`config.mk`:
```
export PLATFORM = sky130hd
export DESIGN_NAME = cfg_test_ctrl
export DESIGN_NICKNAME = d
export VERILOG_FILES = /design/src/rtl/cfg_test_pkg.sv /design/src/rtl/cfg_phase_fsm.sv /design/src/rtl/cfg_addr_ctr.sv /design/src/rtl/cfg_word_writer.sv /design/src/rtl/cfg_word_reader.sv /design/src/rtl/cfg_test_ctrl.sv
export SDC_FILE = /design/constraint.sdc
export NUM_CORES = 1
export LEC_CHECK = 0
export BUFFER_PORTS_ARGS = -buffer_cell sky130_fd_sc_hd__buf_2
export CORE_UTILIZATION = 25
export DETAILED_ROUTE_END_ITERATION = 10
export PLACE_DENSITY = 0.47
export SETUP_SLACK_MARGIN = 0.15
export SYNTH_ARGS = -nofsm -noshare
export SYNTH_HDL_FRONTEND = slang
export SYNTH_SLANG_ARGS = --single-unit
```
`constraint.sdc`:
```
create_clock -name clk -period 1.8 [get_ports clk]
set_input_delay 0.09 -clock clk [delete_from_list [all_inputs] [get_ports clk]]
set_output_delay 0.09 -clock clk [all_outputs]
set_load 0.01 [all_outputs]
```
`src/rtl/cfg_test_pkg.sv`:
```
package cfg_test_pkg;
  typedef enum logic [1:0] {
    CMD_ADDR  = 2'b00,
    CMD_WRITE = 2'b01,
    CMD_READ  = 2'b10,
    CMD_START = 2'b11
  } cmd_e;

  typedef enum logic [1:0] {
    PH_LOAD = 2'b00,
    PH_RUN  = 2'b01,
    PH_DONE = 2'b10
  } phase_e;
endpackage

```
`src/rtl/cfg_phase_fsm.sv`:
```
module cfg_phase_fsm
  import cfg_test_pkg::*;
(
  input  logic   clk,
  input  logic   rst,
  input  logic   start_req,
  input  logic   core_done,
  output phase_e phase,
  output logic   core_en,
  output logic   run_active
);
  always_ff @(posedge clk) begin
    if (rst) begin
      phase      <= PH_LOAD;
      core_en    <= 1'b0;
      run_active <= 1'b0;
    end else begin
      case (phase)
        PH_LOAD, PH_DONE: begin
          if (start_req) begin
            phase      <= PH_RUN;
            core_en    <= 1'b1;
            run_active <= 1'b1;
          end
        end
        PH_RUN: begin
          if (core_done) begin
            phase      <= PH_DONE;
            core_en    <= 1'b0;
            run_active <= 1'b0;
          end
        end
        default: begin
          phase      <= PH_LOAD;
          core_en    <= 1'b0;
          run_active <= 1'b0;
        end
      endcase
    end
  end
endmodule

```
`src/rtl/cfg_addr_ctr.sv`:
```
module cfg_addr_ctr #(
  parameter int ADDR_W = 10,
  parameter int PORT_W = 8
) (
  input  logic              clk,
  input  logic              rst,
  input  logic              load,
  input  logic [PORT_W-1:0] load_byte,
  input  logic              inc,
  output logic [ADDR_W-1:0] addr
);
  localparam int SH_W = ADDR_W + PORT_W;
  logic [SH_W-1:0] shifted;

  assign shifted = {addr, load_byte};

  always_ff @(posedge clk) begin
    if (rst)       addr <= '0;
    else if (load) addr <= shifted[ADDR_W-1:0];
    else if (inc)  addr <= addr + 1'b1;
  end
endmodule

```
`src/rtl/cfg_word_writer.sv`:
```
module cfg_word_writer #(
  parameter int WORD_W = 32,
  parameter int PORT_W = 8
) (
  input  logic              clk,
  input  logic              rst,
  input  logic              stb,
  input  logic              sel,
  input  logic              clear,
  input  logic [PORT_W-1:0] din,
  output logic              issue,
  output logic              imem_we,
  output logic              dmem_we,
  output logic [WORD_W-1:0] wdata
);
  localparam int BEATS = WORD_W / PORT_W;
  localparam int IDX_W = (BEATS > 1) ? $clog2(BEATS) : 1;

  logic [IDX_W-1:0]  idx_q;
  logic [WORD_W-1:0] asm_q;
  logic [WORD_W-1:0] asm_nxt;

  assign issue = stb && (idx_q == IDX_W'(BEATS - 1));

  always_comb begin
    asm_nxt = asm_q;
    asm_nxt[idx_q*PORT_W +: PORT_W] = din;
  end

  always_ff @(posedge clk) begin
    if (rst) begin
      idx_q   <= '0;
      asm_q   <= '0;
      wdata   <= '0;
      imem_we <= 1'b0;
      dmem_we <= 1'b0;
    end else begin
      imem_we <= 1'b0;
      dmem_we <= 1'b0;
      if (clear) begin
        idx_q <= '0;
      end else if (stb) begin
        asm_q <= asm_nxt;
        if (issue) begin
          idx_q   <= '0;
          wdata   <= asm_nxt;
          imem_we <= !sel;
          dmem_we <= sel;
        end else begin
          idx_q <= idx_q + 1'b1;
        end
      end
    end
  end
endmodule

```
`src/rtl/cfg_word_reader.sv`:
```
module cfg_word_reader #(
  parameter int WORD_W = 32,
  parameter int PORT_W = 8
) (
  input  logic              clk,
  input  logic              rst,
  input  logic              stb,
  input  logic              sel,
  input  logic              clear,
  input  logic [WORD_W-1:0] imem_rdata,
  input  logic [WORD_W-1:0] dmem_rdata,
  output logic              issue,
  output logic              last,
  output logic              imem_re,
  output logic              dmem_re,
  output logic [PORT_W-1:0] rbyte,
  output logic              rready
);
  localparam int BEATS = WORD_W / PORT_W;
  localparam int IDX_W = (BEATS > 1) ? $clog2(BEATS) : 1;

  logic [IDX_W-1:0]  idx_q, p1_idx, p2_idx;
  logic              p1_v, p2_v, p1_sel, p2_sel;
  logic [WORD_W-1:0] hold_q;
  logic [WORD_W-1:0] word;

  assign issue = stb && (idx_q == '0);
  assign last  = stb && (idx_q == IDX_W'(BEATS - 1));

  always_comb begin
    if (p2_idx == '0) word = p2_sel ? dmem_rdata : imem_rdata;
    else              word = hold_q;
  end

  always_ff @(posedge clk) begin
    if (rst) begin
      idx_q   <= '0;
      p1_idx  <= '0;
      p2_idx  <= '0;
      p1_v    <= 1'b0;
      p2_v    <= 1'b0;
      p1_sel  <= 1'b0;
      p2_sel  <= 1'b0;
      hold_q  <= '0;
      imem_re <= 1'b0;
      dmem_re <= 1'b0;
      rbyte   <= '0;
      rready  <= 1'b0;
    end else begin
      imem_re <= 1'b0;
      dmem_re <= 1'b0;
      rready  <= 1'b0;
      if (clear) begin
        idx_q <= '0;
      end else if (stb) begin
        idx_q <= last ? '0 : idx_q + 1'b1;
        if (issue) begin
          imem_re <= !sel;
          dmem_re <= sel;
        end
      end
      p1_v   <= stb;
      p1_idx <= idx_q;
      p1_sel <= sel;
      p2_v   <= p1_v;
      p2_idx <= p1_idx;
      p2_sel <= p1_sel;
      if (p2_v) begin
        if (p2_idx == '0) hold_q <= word;
        rbyte  <= word[p2_idx*PORT_W +: PORT_W];
        rready <= 1'b1;
      end
    end
  end
endmodule

```
`src/rtl/cfg_test_ctrl.sv`:
```
module cfg_test_ctrl
  import cfg_test_pkg::*;
#(
  parameter int ADDR_W = 10,
  parameter int WORD_W = 32,
  parameter int PORT_W = 8
) (
  input  logic              clk,
  input  logic              rst,
  input  logic              cfg_valid,
  input  logic [1:0]        cfg_cmd,
  input  logic              cfg_sel,
  input  logic [PORT_W-1:0] cfg_data,
  output logic [PORT_W-1:0] cfg_rdata,
  output logic              cfg_rready,
  output logic              core_en,
  input  logic              core_done,
  output logic              run_active,
  output logic [ADDR_W-1:0] mem_addr,
  output logic [WORD_W-1:0] mem_wdata,
  output logic              imem_we,
  output logic              dmem_we,
  output logic              imem_re,
  output logic              dmem_re,
  input  logic [WORD_W-1:0] imem_rdata,
  input  logic [WORD_W-1:0] dmem_rdata
);
  cmd_e              cmd;
  phase_e            phase;
  logic              port_ok;
  logic              addr_stb, wr_stb, rd_stb, go_stb;
  logic              wr_issue, rd_issue, rd_last;
  logic [ADDR_W-1:0] cur_addr;

  assign cmd      = cmd_e'(cfg_cmd);
  assign port_ok  = cfg_valid && (phase != PH_RUN);
  assign addr_stb = port_ok && (cmd == CMD_ADDR);
  assign wr_stb   = port_ok && (cmd == CMD_WRITE);
  assign rd_stb   = port_ok && (cmd == CMD_READ);
  assign go_stb   = port_ok && (cmd == CMD_START);

  cfg_phase_fsm u_fsm (
    .clk        (clk),
    .rst        (rst),
    .start_req  (go_stb),
    .core_done  (core_done),
    .phase      (phase),
    .core_en    (core_en),
    .run_active (run_active)
  );

  cfg_addr_ctr #(.ADDR_W(ADDR_W), .PORT_W(PORT_W)) u_addr (
    .clk       (clk),
    .rst       (rst),
    .load      (addr_stb),
    .load_byte (cfg_data),
    .inc       (wr_issue || rd_last),
    .addr      (cur_addr)
  );

  cfg_word_writer #(.WORD_W(WORD_W), .PORT_W(PORT_W)) u_wr (
    .clk     (clk),
    .rst     (rst),
    .stb     (wr_stb),
    .sel     (cfg_sel),
    .clear   (addr_stb),
    .din     (cfg_data),
    .issue   (wr_issue),
    .imem_we (imem_we),
    .dmem_we (dmem_we),
    .wdata   (mem_wdata)
  );

  cfg_word_reader #(.WORD_W(WORD_W), .PORT_W(PORT_W)) u_rd (
    .clk        (clk),
    .rst        (rst),
    .stb        (rd_stb),
    .sel        (cfg_sel),
    .clear      (addr_stb),
    .imem_rdata (imem_rdata),
    .dmem_rdata (dmem_rdata),
    .issue      (rd_issue),
    .last       (rd_last),
    .imem_re    (imem_re),
    .dmem_re    (dmem_re),
    .rbyte      (cfg_rdata),
    .rready     (cfg_rready)
  );

  always_ff @(posedge clk) begin
    if (rst)                        mem_addr <= '0;
    else if (wr_issue || rd_issue)  mem_addr <= cur_addr;
  end
endmodule

```
==> metrics.md <==
| Metric | Value |
|---|---|
| Period utilization | `0.912` |
| Placed cell count | `1,002` |
| Via density | `4.67` |
| Sequential area share after synthesis | `0.466` |
| # DRC | `0` |
| DP HPWL | `11.4 mm` |
| Synth top area share | `0.466` |
| Initial Utilization | `0.257` |
| Ys async rst share | `0` |
| Worst-Skew Late Latency | `420 ps` |
| Clock Sink Count | `127` |
| Setup Skew | `11.2 ps` |
| Post-synth EDFFs | `0` |
| CP arrival | `1990 ps` |
| Pre-Repair DR Iteration Count | `4` |
| Final Instance Area | `7550 um^2` |
| Synth Flop Type | `dfxtp_1` |
| Total gr overflow | `0` |
| Max Root-Sink Buffers | `2` |
| Fin Setup TNS | `0 ps` |
| GP Congestion | `0.770` |
| Number of H-tree levels | `4` |
| CTS tree | `done` |
| CTS root buf | `clkbuf_16` |
| YS warnings | `0` |
| Port Buffers | `135` |
| Initial antenna violation count | `0` |
| Req. time, crit path | `2150 ps` |
| Final ANT Viol Nets | `0` |
| Full die area | `22,400 um^2` |
| # diodes | `0` |
| Post-Layout Cell Count | `1,045` |
| Layout area overhead | `38.4%` |
| Filler Cell Count | `2,199` |
| Crit Path Max Fanout | `5` |
| NumNets Final | `844` |
| Min-delay worst type | `primary input to flip-flop` |
| Area leader, netlist | `dfxtp_1` |
| Mean routed wirelength per cell | `15.8 um` |
| Post-Synthesis Cells | `615` |
| Synthesized cell area | `5450 um^2` |
| Rows | `53` |
| Clock-pin slew on the worst setup and hold paths | `60 ps` |
| Finish-stage setup viols | `0` |
| Worst slew pin tran | `484 ps` |
| Synth top cells by count | `dfxtp_1 (127), nor2_1 (98), nand2_1 (50)` |
| Kind of launch point of the worst setup path | `flip-flop` |
| Mapped Nets | `702` |
| Cts bufs inserted | `17` |
| Tmin final | `1640 ps` |
| Vias in the first global route | `4,877` |
| Die X | `150 um` |
| Share of post-route cells with drive strength above 1 | `0.348` |
| Area contributors post-synth | `dfxtp_1 (47%), mux2i_1 (8.3%), nor2_1 (6.7%)` |
| Pwr/cell area | `910 nW/um^2` |
| Synth cell types | `48` |
| Max-cap check violation count | `0` |
| Die Y | `150 um` |
| Count leader, synth | `dfxtp_1` |
| Final wirelength | `16.5 mm` |
| Critical Path Sink Type | `flip-flop` |
| Tot GR Track Use | `0.148` |
| Flops & latches, synth | `127` |
| RSZ-0062 raised after global routing | `true` |
| Top Ports | `136` |
| Critical setup path kind | `flip-flop to flip-flop` |
| Syn avg cell area | `8.86 um^2` |
| Largest net degree at the start of global routing | `55` |
| Core ar. | `21,200 um^2` |
| Peak VDD IR | `0.583 mV` |
| Max-slew headroom | `0.677` |
| Hold Fails Final Rpt | `0` |
| Slew Viols, Final | `0` |
| Vias | `4,882` |
| First-pass GRT wire length | `25.3 mm` |
| Initial DRC Count | `194` |
| Highest clock rate | `0.609 GHz` |
| Outcome | `finished, final reports clean` |
| Dpl cell area | `6600 um^2` |
| Pleak | `0.00298 uW` |
what timing repair did:
| item | 4_1_cts | 5_1_grt |
|---|---|---|
| hold buffers | 2 | 0 |
| buffers inserted | 7 | 1 |
| endpoints found under the hold margin | 7 | 0 |
| cloned | 0 | 1 |
| pin swaps | 5 | 29 |
| endpoints found under the setup margin | 62 | 59 |
| gates resized for setup | 13 | 45 |
through the flow:
stage               hold WS, ps   util  worst slack [ps]  total power (uW)
finish                     35.2  0.356               158              6870
global route               38.3  0.356              83.9              7160
CTS                        13.4  0.344               136              6940
detailed placement          370  0.311              27.0              3410
global placement            368  0.311              51.9              3410
floorplan                   169      -               154              3190
layout make-up:
class	count	area, um^2	share of cell area
Clock inverter	15	170	0.0226
Tap cell	275	344	0.0456
Timing Repair Buffer	177	1070	0.142
Inverter	10	46.3	0.00613
Multi-Input combinational cell	424	2940	0.389
Clock buffer	17	425	0.0564
Sequential cell	127	2550	0.338
worst max-delay path: stages (launching register included):
cell	delay [ps]
dfxtp_4	370
ha_4	160
and3_4	170
and3_4	170
buf_4	170
a21oi_4	170
buf_2	190
nand2_1	70
a21oi_1	110
sequential cells by signal, indices dropped and copies added (netlist names), 2 cells and up:
register	flops
u_wr.wdata	32
u_rd.hold_q	24
u_wr.asm_q	24
mem_addr	10
u_addr.addr	10
u_rd.rbyte	8
u_fsm.phase	2
u_rd.idx_q	2
u_rd.p1_idx	2
u_rd.p2_idx	2
u_wr.idx_q	2
cells in the final DEF (no fill, tap or decap), types with 3 or more instances in the layout:
master / synthesis / final
mux2i_1: 45 / 45
a21oi_1: 38 / 34
buf_6: 0 / 7
o22ai_1: 4 / 4
nand3b_1: 3 / 3
nand3_1: 7 / 6
dfxtp_1: 127 / 124
a211oi_1: 24 / 24
nor3_1: 28 / 28
buf_12: 0 / 4
a221oi_2: 0 / 16
nor2_1: 98 / 98
nand2b_1: 6 / 5
clkinvlp_4: 0 / 3
inv_8: 0 / 5
a31oi_1: 3 / 3
a22oi_1: 29 / 23
a22oi_2: 0 / 6
nor2b_1: 14 / 14
and2_4: 0 / 4
a21oi_2: 1 / 4
ha_1: 8 / 6
nand2_1: 50 / 49
a221oi_1: 24 / 6
clkbuf_16: 0 / 17
buf_4: 2 / 29
inv_6: 0 / 6
buf_2: 14 / 135
inv_1: 9 / 6
path summary, 6_finish.rpt:
check | to | startpoint | slack, ps | depth (start not counted)
max | mem_addr[4] | u_wr.idx_q[0] | 160 | 8
min | u_rd.hold_q[28] | imem_rdata[28] | 40 | 3
max reg2reg | mem_addr[4] | u_wr.idx_q[0] | 160 | 8
min reg2reg | u_rd.p2_v | u_rd.p1_v | 430 | 1
kinds of logic after synthesis:
logic type	share of synthesized area
AO/OA/AOI/OAI	0.174
XOR/XNOR	0.00161
adder cells (fa/ha/maj)	0.0184
buffers and inverters	0.0487
flip-flops	0.466
multiplexers	0.0950
AND/OR/NAND/NOR	0.196
power breakdown:
part / leakage (uW) / total [uW] / internal, uW / switching, uW
Sequential: 0.00103 / 2870 / 2850 / 28.2
Clock: 0.000288 / 3480 / 1980 / 1500
Combinational: 0.00166 / 510 / 221 / 289
Total: 0.00298 / 6870 / 5050 / 1820
layer usage:
metal	vias up	part of all wire	GRT usage
met5	-	0	0
met4	0	0.0085	0.0409
met3	15	0.058	0.0405
met2	140	0.46	0.245
met1	2242	0.48	0.188
li1	2485	-	-
Note: power is estimated with default switching activity, not from simulation.
